File: config.mk
export PLATFORM = sky130hd
export DESIGN_NAME = tstamp_timer
export DESIGN_NICKNAME = d
export VERILOG_FILES = /design/src/rtl/tst_pkg.sv /design/src/rtl/tst_rate_acc.sv /design/src/rtl/tst_tod.sv /design/src/rtl/tst_prescaler.sv /design/src/rtl/tst_pulse_gen.sv /design/src/rtl/tstamp_timer.sv
export SDC_FILE = /design/constraint.sdc
export NUM_CORES = 1
export LEC_CHECK = 0
export BUFFER_PORTS_ARGS = -buffer_cell sky130_fd_sc_hd__clkbuf_2
export CAP_MARGIN = 20
export CELL_PAD_IN_SITES_DETAIL_PLACEMENT = 0
export CELL_PAD_IN_SITES_GLOBAL_PLACEMENT = 1
export CORE_MARGIN = 2
export CORE_UTILIZATION = 40
export CTS_CLUSTER_SIZE = 20
export DETAILED_ROUTE_END_ITERATION = 8
export PLACE_DENSITY_LB_ADDON = 0.1
export SLEW_MARGIN = 20
export SYNTH_ARGS = -nofsm -noshare
export SYNTH_HDL_FRONTEND = slang
export SYNTH_SLANG_ARGS = --single-unit
File: constraint.sdc
create_clock -name clk -period 14.08 [get_ports clk]
set_input_delay 0.704 -clock clk [delete_from_list [all_inputs] [get_ports clk]]
set_output_delay 0.704 -clock clk [all_outputs]
set_load 0.05 [all_outputs]
File: src/rtl/tst_pkg.sv
`timescale 1ns/1ps
package tst_pkg;
  // configuration address map
  localparam int unsigned ADDR_ADDEND   = 0;
  localparam int unsigned ADDR_PERIOD   = 1;
  localparam int unsigned ADDR_PRESCALE = 2;
  localparam int unsigned ADDR_CTRL     = 3;
  localparam int unsigned IVL_BASE      = 4;
  // control word fields
  localparam int unsigned CTRL_RUN      = 0;
  localparam int unsigned CTRL_SEL_LSB  = 1;
  localparam int unsigned SEL_W         = 2;

  typedef enum logic [SEL_W-1:0] {
    REF_EXT_PRECISE = 2'd0,
    REF_SYSTEM      = 2'd1,
    REF_PORT_TX     = 2'd2,
    REF_RTC_IN      = 2'd3
  } ref_src_e;
endpackage

File: src/rtl/tst_rate_acc.sv
`timescale 1ns/1ps
module tst_rate_acc #(
  parameter int ACC_W = 32
) (
  input  logic             clk,
  input  logic             rst,
  input  logic             run,
  input  logic [ACC_W-1:0] addend,
  output logic             tick
);
  logic [ACC_W-1:0] acc_q;
  logic [ACC_W:0]   sum;

  assign sum  = {1'b0, acc_q} + {1'b0, addend};
  assign tick = run & sum[ACC_W];

  always_ff @(posedge clk) begin
    if (rst)
      acc_q <= '0;
    else if (run)
      acc_q <= sum[ACC_W-1:0];
  end
endmodule

File: src/rtl/tst_tod.sv
`timescale 1ns/1ps
module tst_tod #(
  parameter int TOD_W = 64,
  parameter int PER_W = 32
) (
  input  logic             clk,
  input  logic             rst,
  input  logic             tick,
  input  logic [PER_W-1:0] period,
  input  logic             load,
  input  logic [TOD_W-1:0] load_val,
  output logic [TOD_W-1:0] tod_q
);
  localparam int PAD_W = TOD_W - PER_W;

  logic [TOD_W-1:0] step;
  assign step = {{PAD_W{1'b0}}, period};

  always_ff @(posedge clk) begin
    if (rst)
      tod_q <= '0;
    else if (load)
      tod_q <= load_val;
    else if (tick)
      tod_q <= tod_q + step;
  end
endmodule

File: src/rtl/tst_prescaler.sv
`timescale 1ns/1ps
module tst_prescaler #(
  parameter int PS_W = 16
) (
  input  logic            clk,
  input  logic            rst,
  input  logic            tick,
  input  logic            restart,
  input  logic [PS_W-1:0] prescale,
  output logic            out_clk_o
);
  logic [PS_W-1:0] cnt_q;
  logic [PS_W-1:0] eff;
  logic [PS_W-1:0] half;
  logic [PS_W-1:0] nxt;

  assign eff  = (prescale == '0) ? PS_W'(1) : prescale;
  assign half = eff >> 1;
  assign nxt  = (cnt_q >= eff - PS_W'(1)) ? '0 : cnt_q + PS_W'(1);

  always_ff @(posedge clk) begin
    if (rst) begin
      cnt_q     <= '0;
      out_clk_o <= 1'b0;
    end else if (restart) begin
      cnt_q     <= '0;
      out_clk_o <= (half != '0);
    end else if (tick) begin
      cnt_q     <= nxt;
      out_clk_o <= (nxt < half);
    end
  end
endmodule

File: src/rtl/tst_pulse_gen.sv
`timescale 1ns/1ps
module tst_pulse_gen #(
  parameter int CNT_W = 32,
  parameter int PS_W  = 16
) (
  input  logic             clk,
  input  logic             rst,
  input  logic             tick,
  input  logic             restart,
  input  logic [CNT_W-1:0] interval,
  input  logic [CNT_W-1:0] period,
  input  logic [PS_W-1:0]  prescale,
  output logic             pulse_o
);
  logic [CNT_W-1:0] cnt_q;
  logic [PS_W-1:0]  wleft_q;
  logic [PS_W-1:0]  width_m1;
  logic             fire;

  assign fire     = (cnt_q < period);
  assign width_m1 = (prescale == '0) ? '0 : prescale - PS_W'(1);

  always_ff @(posedge clk) begin
    if (rst) begin
      cnt_q   <= '0;
      wleft_q <= '0;
      pulse_o <= 1'b0;
    end else if (restart) begin
      cnt_q   <= interval;
      wleft_q <= '0;
      pulse_o <= 1'b0;
    end else if (tick) begin
      if (fire) begin
        cnt_q   <= interval;
        wleft_q <= width_m1;
        pulse_o <= 1'b1;
      end else begin
        cnt_q <= cnt_q - period;
        if (pulse_o) begin
          if (wleft_q == '0)
            pulse_o <= 1'b0;
          else
            wleft_q <= wleft_q - PS_W'(1);
        end
      end
    end
  end
endmodule

File: src/rtl/tstamp_timer.sv
`timescale 1ns/1ps
module tstamp_timer #(
  parameter int ADDR_W    = 3,
  parameter int CFG_W     = 32,
  parameter int TOD_W     = 64,
  parameter int PS_W      = 16,
  parameter int NUM_PULSE = 2
) (
  input  logic                 clk,
  input  logic                 rst,
  input  logic                 cfg_we,
  input  logic [ADDR_W-1:0]    cfg_addr,
  input  logic [CFG_W-1:0]     cfg_wdata,
  input  logic                 time_we,
  input  logic [TOD_W-1:0]     time_wdata,
  output logic [TOD_W-1:0]     tod_o,
  output logic                 out_clk_o,
  output logic [NUM_PULSE-1:0] pulse_o,
  output logic [1:0]           ref_sel_o
);
  import tst_pkg::*;

  logic [CFG_W-1:0] addend_q;
  logic [CFG_W-1:0] period_q;
  logic [PS_W-1:0]  prescale_q;
  logic [CFG_W-1:0] ivl_q [NUM_PULSE];
  logic             run_q;
  ref_src_e         sel_q;
  logic             tick;

  // scalar configuration registers
  always_ff @(posedge clk) begin
    if (rst) begin
      addend_q   <= '0;
      period_q   <= '0;
      prescale_q <= PS_W'(1);
      run_q      <= 1'b0;
      sel_q      <= REF_SYSTEM;
    end else if (cfg_we) begin
      if (cfg_addr == ADDR_W'(ADDR_ADDEND))
        addend_q <= cfg_wdata;
      if (cfg_addr == ADDR_W'(ADDR_PERIOD))
        period_q <= cfg_wdata;
      if (cfg_addr == ADDR_W'(ADDR_PRESCALE))
        prescale_q <= cfg_wdata[PS_W-1:0];
      if (cfg_addr == ADDR_W'(ADDR_CTRL)) begin
        run_q <= cfg_wdata[CTRL_RUN];
        sel_q <= ref_src_e'(cfg_wdata[CTRL_SEL_LSB +: SEL_W]);
      end
    end
  end

  assign ref_sel_o = sel_q;

  tst_rate_acc #(.ACC_W(CFG_W)) acc_i (
    .clk    (clk),
    .rst    (rst),
    .run    (run_q),
    .addend (addend_q),
    .tick   (tick)
  );

  tst_tod #(.TOD_W(TOD_W), .PER_W(CFG_W)) tod_i (
    .clk      (clk),
    .rst      (rst),
    .tick     (tick),
    .period   (period_q),
    .load     (time_we),
    .load_val (time_wdata),
    .tod_q    (tod_o)
  );

  tst_prescaler #(.PS_W(PS_W)) psc_i (
    .clk       (clk),
    .rst       (rst),
    .tick      (tick),
    .restart   (time_we),
    .prescale  (prescale_q),
    .out_clk_o (out_clk_o)
  );

  // one interval register and one generator per pulse output
  for (genvar gi = 0; gi < NUM_PULSE; gi++) begin : g_pulse
    always_ff @(posedge clk) begin
      if (rst)
        ivl_q[gi] <= '0;
      else if (cfg_we && cfg_addr == ADDR_W'(IVL_BASE + gi))
        ivl_q[gi] <= cfg_wdata;
    end

    tst_pulse_gen #(.CNT_W(CFG_W), .PS_W(PS_W)) gen_i (
      .clk      (clk),
      .rst      (rst),
      .tick     (tick),
      .restart  (time_we),
      .interval (ivl_q[gi]),
      .period   (period_q),
      .prescale (prescale_q),
      .pulse_o  (pulse_o[gi])
    );
  end
endmodule

==> results.json, run 1 <==
{
  "outcome": "complete, no violations",
  "coreArea_sq_mm": 0.05748,
  "vias_per_cell": 5.656,
  "fmax_ghz": 0.1469,
  "place_inst": 3687,
  "cts_root_buf": "clkbuf_16",
  "die_area_sq_mm": 0.05984,
  "numCtsBuffers": 45,
  "place_hpwl_microns": 55420,
  "fin_skew_ns": 0.02287,
  "die_y_microns": 244.6,
  "slew_headroom_pct": 32.70,
  "n_antenna_cell": 0,
  "worstRegToRegCells": 26,
  "ff2ff_setup_slack_ns": 7.27,
  "synthArstFlopShare_pct": 0,
  "hold_buffers": 0,
  "grt_pass1_vias": 20190,
  "grt_setup_unrepaired": "false",
  "synth_ff_type": "dfxtp_1",
  "cts_tree": "built",
  "seq_area_sq_mm": 0.007809,
  "powerDensity_mw_per_mm2": 118.8,
  "crit_arrival_ns": 7.34,
  "wl_microns": 75640,
  "synth_top_cells_by_area": "dfxtp_1 25%, ha_1 8.8%, edfxtp_1 8.3%",
  "die_x_microns": 244.6,
  "finalMaxSlewViolations": 0,
  "hold_viol": 0,
  "cts_buffer_depth": 3,
  "htree_levels": 2,
  "grt_pass1_wl_microns": 117800,
  "r2r-start": "prescale_q[6]$_SDFFE_PP0P_",
  "r2r-end": "psc_i.out_clk_o$_SDFFE_PP0P_",
  "antenna_found_initial": 2,
  "p_leak_nw": 10.54,
  "max-vdd-ir-drop_v": 0.00008497,
  "critPathKind": "reg -> reg",
  "clk_latency_ns": 0.60,
  "multiInputGateArea_sq_mm": 0.01434,
  "syn-num-nets": 3148,
  "cp.required_ns": 14.62,
  "clk_pin_slew_worst_paths_ns": 0.06,
  "cts_resized": 0,
  "dr.pass1.iters": 5,
  "grt_max_degree": 76,
  "yosysTopAreaCellShare_pct": 25.41,
  "pin_count": 172,
  "final_cells": 3772,
  "final_layout_size_suffix_gt1_share_pct": 10.71,
  "finalCriticalPeriod_ns": 6.807,
  "yosys_warnings": 0,
  "num_rows": 88,
  "ys_types": 86,
  "yosysTopAreaCell": "dfxtp_1",
  "drv_cap": 0,
  "cts.sinks": 358,
  "synth_edf_count": 64,
  "hold_ws_ns": 0.3382,
  "cp-start-kind": "flop",
  "nets": 3239,
  "netlist_instances": 2879,
  "ant_nets": 0,
  "vias": 21330,
  "crit_start": "prescale_q[6]$_SDFFE_PP0P_",
  "area_delta_synth_final_pct": 13.10,
  "detail_route.iter0.violations": 1426,
  "postCtsSetupBuffers": 0,
  "fin_setup_tns_ns": 0,
  "wl_per_cell_microns": 20.05,
  "fin_crit_sh_pct": 48.34,
  "drcViolationCount": 0,
  "gp_routability_congestion": 0.9031,
  "grt_overflow": 0,
  "end_kind": "flop",
  "endpoint": "psc_i.out_clk_o$_SDFFE_PP0P_",
  "path_max_fanout": 17,
  "synth_area_sq_mm": 0.02316,
  "initial_core_util_pct": 40.30,
  "tightest_slew_ns": 1.010,
  "seq_area_frac_synth_pct": 33.71,
  "grt_usage_pct": 24.78,
  "hold_class": "in -> reg",
  "fillers": 5847,
  "setup_viol": 0,
  "synth_seq_cells": 358,
  "portBuffers": 171,
  "avgSynthCellArea_sq_um": 8.044
}
state kept, by name, indices dropped and copies added, names as in the netlist:
signal and count:
g_pulse.gen_i.cnt_q 64, ivl_q 64, tod_i.tod_q 64, acc_i.acc_q 32
addend_q 32, g_pulse.gen_i.wleft_q 32, period_q 32, prescale_q 16
psc_i.cnt_q 16, g_pulse.gen_i.pulse_o 2, ref_sel_o 2, psc_i.out_clk_o 1
run_q 1
area by class of cell:
| cell class | instances | area share, % |
|---|---|---|
| well taps | 765 | 3.654 |
| multi-input cells | 2254 | 54.76 |
| clock buffers | 65 | 4.934 |
| repair buffers | 200 | 4.208 |
| flip-flops and latches | 358 | 29.81 |
| inverters | 111 | 1.600 |
| clock inverters | 19 | 1.037 |
Yosys cell counts (all sizes together), types with 22 or more instances:
master	instances
xnor2	97
nor3	62
a21oi	260
nand2	418
or3	22
mux2i	41
a211oi	96
ha	162
edfxtp	64
buf	30
a21o	61
nor2	278
o211ai	24
nand3	80
a311oi	46
o22ai	28
o21ai	97
dfxtp	294
a2111oi	36
clkbuf	126
xor2	47
nand2b	41
and3	23
inv	111
and2	73
through the flow:
step           utilization (%)  total power (W)  worst slack [ns]  cell area [sq um]
2_1_floorplan                -         0.001693             8.496              23160
6_report                 45.57         0.003112             7.273              26190
4_1_cts                  45.53         0.003140             7.259              26170
3_3_place_gp             42.80         0.001885             7.551              24600
5_1_grt                  45.57         0.003268             6.586              26190
3_5_place_dp             42.81         0.001892             7.285              24600
critical path, cell delays in order (launching register included):
cell       delay, ns
dfxtp_1         0.40
nor4_1          0.43
nand3_1         0.24
nor2_1          0.35
nand2_1         0.24
o21ai_0         0.63
inv_1           0.17
ha_1            0.28
nand3_1         0.13
or2_2           0.16
nor3_1          0.06
xnor2_1         0.15
ha_1            0.19
a21o_1          0.15
a21o_1          0.17
a211oi_1        0.44
nand2_1         0.48
nor2_1          0.31
ha_1            0.28
a21o_1          0.16
a21o_1          0.17
a21oi_1         0.15
nor2b_1         0.07
o21ai_0         0.16
nand2b_1        0.07
a2111oi_0       0.49
a41o_1          0.23
cell families (layout without fill, tap and decap cells):
group / after synthesis / after routing / synth area share [%]
simple gates: 1095 / 1095 / 21.69
compound gates: 803 / 803 / 23.51
flops: 358 / 358 / 33.71
buf+inv: 267 / 395 / 4.538
fa+ha+maj: 167 / 167 / 9.141
xor+xnor: 144 / 144 / 5.446
mux: 45 / 45 / 1.966
routing by layer:
layer	share of wire [%]	track usage (%)	vias to the layer above
met3	4.1	2.941	98
met4	2.2	6.528	4
met2	46	40.36	442
li1	-	-	10550
met5	0.030	0	-
met1	48	34.66	10240
cell usage in the layout (no fill, tap or decap), drive strengths merged, types with 47 or more instances in the layout:
cell type,n
xnor2,97
inv,112
a21o,61
nor2,278
o21ai,97
nor3,62
ha,162
a21oi,260
nand3,80
and2,73
a211oi,96
xor2,47
dfxtp,294
nand2,418
clkbuf,236
edfxtp,64
worst min path at each step:
| stage | startpoint | endpoint | slack, ns | depth (start not counted) |
|---|---|---|---|---|
| final | time_wdata[1] | tod_i.tod_q[1]$_SDFFE_PP0P_ | 0.34 | 3 |
| after global routing | time_wdata[1] | tod_i.tod_q[1]$_SDFFE_PP0P_ | 0.33 | 3 |
| after CTS | time_wdata[1] | tod_i.tod_q[1]$_SDFFE_PP0P_ | 0.31 | 3 |
| after detailed placement | g_pulse[1].gen_i.cnt_q[7]$_SDFFE_PP0P_ | g_pulse[1].gen_i.cnt_q[7]$_SDFFE_PP0P_ | 0.45 | 2 |
| after global placement | g_pulse[0].gen_i.cnt_q[0]$_SDFFE_PP0P_ | g_pulse[0].gen_i.cnt_q[0]$_SDFFE_PP0P_ | 0.44 | 2 |
| after floorplan | g_pulse[0].gen_i.cnt_q[0]$_SDFFE_PP0P_ | g_pulse[0].gen_i.cnt_q[0]$_SDFFE_PP0P_ | 0.43 | 2 |
where the power goes:
part | internal [W] | total (W) | switching, W
logic | 0.000267 | 0.000741 | 0.000475
registers | 0.00110 | 0.00113 | 0.0000389
clock network | 0.000750 | 0.00124 | 0.000486
total | 0.00211 | 0.00311 | 0.00100
Note: power is estimated with default switching activity, not from simulation.
==> run 2: changes to the inputs <==
- clock period: 14.08 -> 7.1 ns (I/O delays scaled with it)
==> run 2 against run 1 <==
Effect of this change: worst hold slack lost 0.31 ns; clock skew grew 0.0052 ns; largest power group unchanged; final area grew 0.49%; sequential power increased by 99%; largest cell class unchanged; critical path type unchanged.
==> results.json, run 2 (synthesis results as in run 1) <==
{
  "cts_tree": "built",
  "crit_start": "prescale_q[6]$_SDFFE_PP0P_",
  "drcViolationCount": 0,
  "min_from": "time_wdata[40]",
  "outcome": "complete, no violations",
  "ant_nets": 0,
  "fin_crit_sh_pct": 85.82,
  "gp_routability_congestion": 0.8819,
  "grt_setup_unrepaired": "false",
  "critPathKind": "reg -> reg",
  "finalMaxSlewViolations": 0,
  "pin_count": 172,
  "final_cell_mix": "416 x nand2_1, 293 x dfxtp_1, 274 x nor2_1, 257 x a21oi_1, 170 x clkbuf_2",
  "postCtsSetupBuffers": 0,
  "endpoint": "psc_i.out_clk_o$_SDFFE_PP0P_",
  "cp-start-kind": "flop",
  "grt_usage_pct": 25.01,
  "drv_cap": 0,
  "clk_pin_slew_worst_paths_ns": 0.06,
  "hold_viol": 0,
  "initial_core_util_pct": 40.30,
  "tightest_slew_ns": 1.111,
  "setup_viol": 0,
  "clk_latency_ns": 0.59,
  "layout.cells.most_common": "nand2_1",
  "antenna_found_initial": 2,
  "critPathMostFrequentCell": "a21o_1",
  "path_max_fanout": 9,
  "cts_buffer_depth": 3,
  "slew_headroom_pct": 25.96,
  "finalCriticalPeriod_ns": 6.093,
  "place_area_sq_mm": 0.02465,
  "fin_setup_tns_ns": 0,
  "fmax_ghz": 0.1641,
  "final_area_sq_mm": 0.02632,
  "detail_route.iter0.violations": 1389,
  "end_kind": "flop",
  "max-vdd-ir-drop_v": 0.0001638,
  "die_x_microns": 244.6,
  "wl_microns": 76390,
  "area_delta_synth_final_pct": 13.65,
  "vias_per_cell": 5.657,
  "ff2ff_setup_slack_ns": 1.01,
  "grt_pass1_vias": 20610,
  "grt-busiest-layer": "met2",
  "hold_class": "in -> reg",
  "worstRegToRegCells": 26,
  "crit_arrival_ns": 6.63,
  "grt_overflow": 0,
  "r2r-start": "prescale_q[6]$_SDFFE_PP0P_",
  "wl_per_cell_microns": 20.11,
  "p_leak_nw": 10.58,
  "cts_resized": 0,
  "die_area_sq_mm": 0.05984,
  "vias": 21490,
  "die_y_microns": 244.6,
  "coreArea_sq_mm": 0.05748,
  "met3_usage_pct": 3.717,
  "cp_top_family": "compound AO/OA/AOI/OAI gates",
  "cp.required_ns": 7.64,
  "grtUsageMet1_pct": 34.88,
  "dr.pass1.iters": 5,
  "grt_util_met2_pct": 40.25,
  "nets": 3267,
  "cp_slowest_cell": "o21ai_0",
  "final_layout_size_suffix_gt1_share_pct": 10.48,
  "htree_levels": 2,
  "path_buf_inv": 1,
  "n_antenna_cell": 0,
  "grt_pass1_wl_microns": 118500,
  "num_rows": 88,
  "top_regs": "g_pulse.gen_i.cnt_q (64), ivl_q (64), tod_i.tod_q (64)",
  "r2r-end": "psc_i.out_clk_o$_SDFFE_PP0P_",
  "numCtsBuffers": 44,
  "max_stage_delay_ns": 0.52,
  "portBuffers": 171,
  "grt_max_degree": 79,
  "cts_root_buf": "clkbuf_16",
  "place_hpwl_microns": 55960,
  "powerDensity_mw_per_mm2": 227.8,
  "fin_skew_ns": 0.02810,
  "worstSetupPathDepth": 26,
  "cts.sinks": 358
}
## run 2: changes by cell type in the layout (fill, tap and decap cells not counted), moves of 2 or more
cell | previous run | this run
buf_4 | 28 | 30
bufinv_16 | 6 | 3
clkinv_8 | 2 | 0
dlygate4sd3_1 | 0 | 27
clkbuf_8 | 8 | 4
clkbuf_1 | 12 | 18
## run 2: timing repair
action	4_1_cts	5_1_grt
endpoints found under the hold margin	27	0
endpoints found under the setup margin	0	0
hold buffers	27	0
## run 2: worst reg2reg max path, cell delays in order (launching register included)
cell and delay [ns]:
dfxtp_1 0.41, nor4_1 0.43, nand3_1 0.24, nor2_1 0.37, nand2_1 0.25, o21ai_0 0.52
inv_1 0.15, ha_1 0.26, nand3_1 0.13, or2_2 0.16, nor3_1 0.06, xnor2_1 0.14
ha_1 0.18, a21o_1 0.15, a21o_1 0.16, a211oi_1 0.42, nand2_1 0.20, nor2_1 0.21
ha_1 0.27, a21o_1 0.16, a21o_1 0.17, a21oi_1 0.14, nor2b_1 0.05, o21ai_0 0.13
nand2b_1 0.07, a2111oi_0 0.42, a41o_1 0.22
## run 2: area by class of cell
cell class	count	area, sq um
inverter	111	419.2
fill	5804	31150
sequential	358	7809
multi-input combinational	2254	14340
clock buffer	66	1235
clock inverter	16	170.2
timing repair buffer	229	1388
tap	765	957.2
## run 2: worst min path at each step
stage	end	depth (start not counted)
after floorplan	g_pulse[0].gen_i.cnt_q[0]$_SDFFE_PP0P_	2
after global placement	g_pulse[0].gen_i.cnt_q[0]$_SDFFE_PP0P_	2
after detailed placement	addend_q[20]$_SDFFE_PP0P_	2
after CTS	tod_i.tod_q[40]$_SDFFE_PP0P_	3
after global routing	tod_i.tod_q[18]$_SDFFE_PP0P_	2
final	tod_i.tod_q[40]$_SDFFE_PP0P_	3
## run 2: through the flow
stage / std cells / hold WS [ns] / setup slack (ns) / total power, W / util [%]
finish: 3799 / 0.03221 / 1.007 / 0.005997 / 45.80
global route: 3799 / 0.01472 / 0.3007 / 0.006305 / 45.80
detailed placement: 3690 / 0.4506 / 1.000 / 0.003760 / 42.88
CTS: 3799 / 0.001276 / 0.9956 / 0.006053 / 45.80
floorplan: 2879 / 0.4319 / 1.516 / 0.003358 / -
global placement: 3689 / 0.4429 / 1.103 / 0.003739 / 42.83
## run 2: routing by layer
metal,vias up,part of all wire [%]
met5,-,0.030
met4,4,2.5
met3,113,4.5
met2,463,45
met1,10270,48
li1,10640,-
## run 2: where the power goes
part / leakage, nW / switching, W / internal, W / total, W
Combinational: 6.88 / 0.000949 / 0.000541 / 0.00149
Clock: 0.682 / 0.000942 / 0.00131 / 0.00226
Sequential: 3.02 / 0.0000777 / 0.00217 / 0.00225
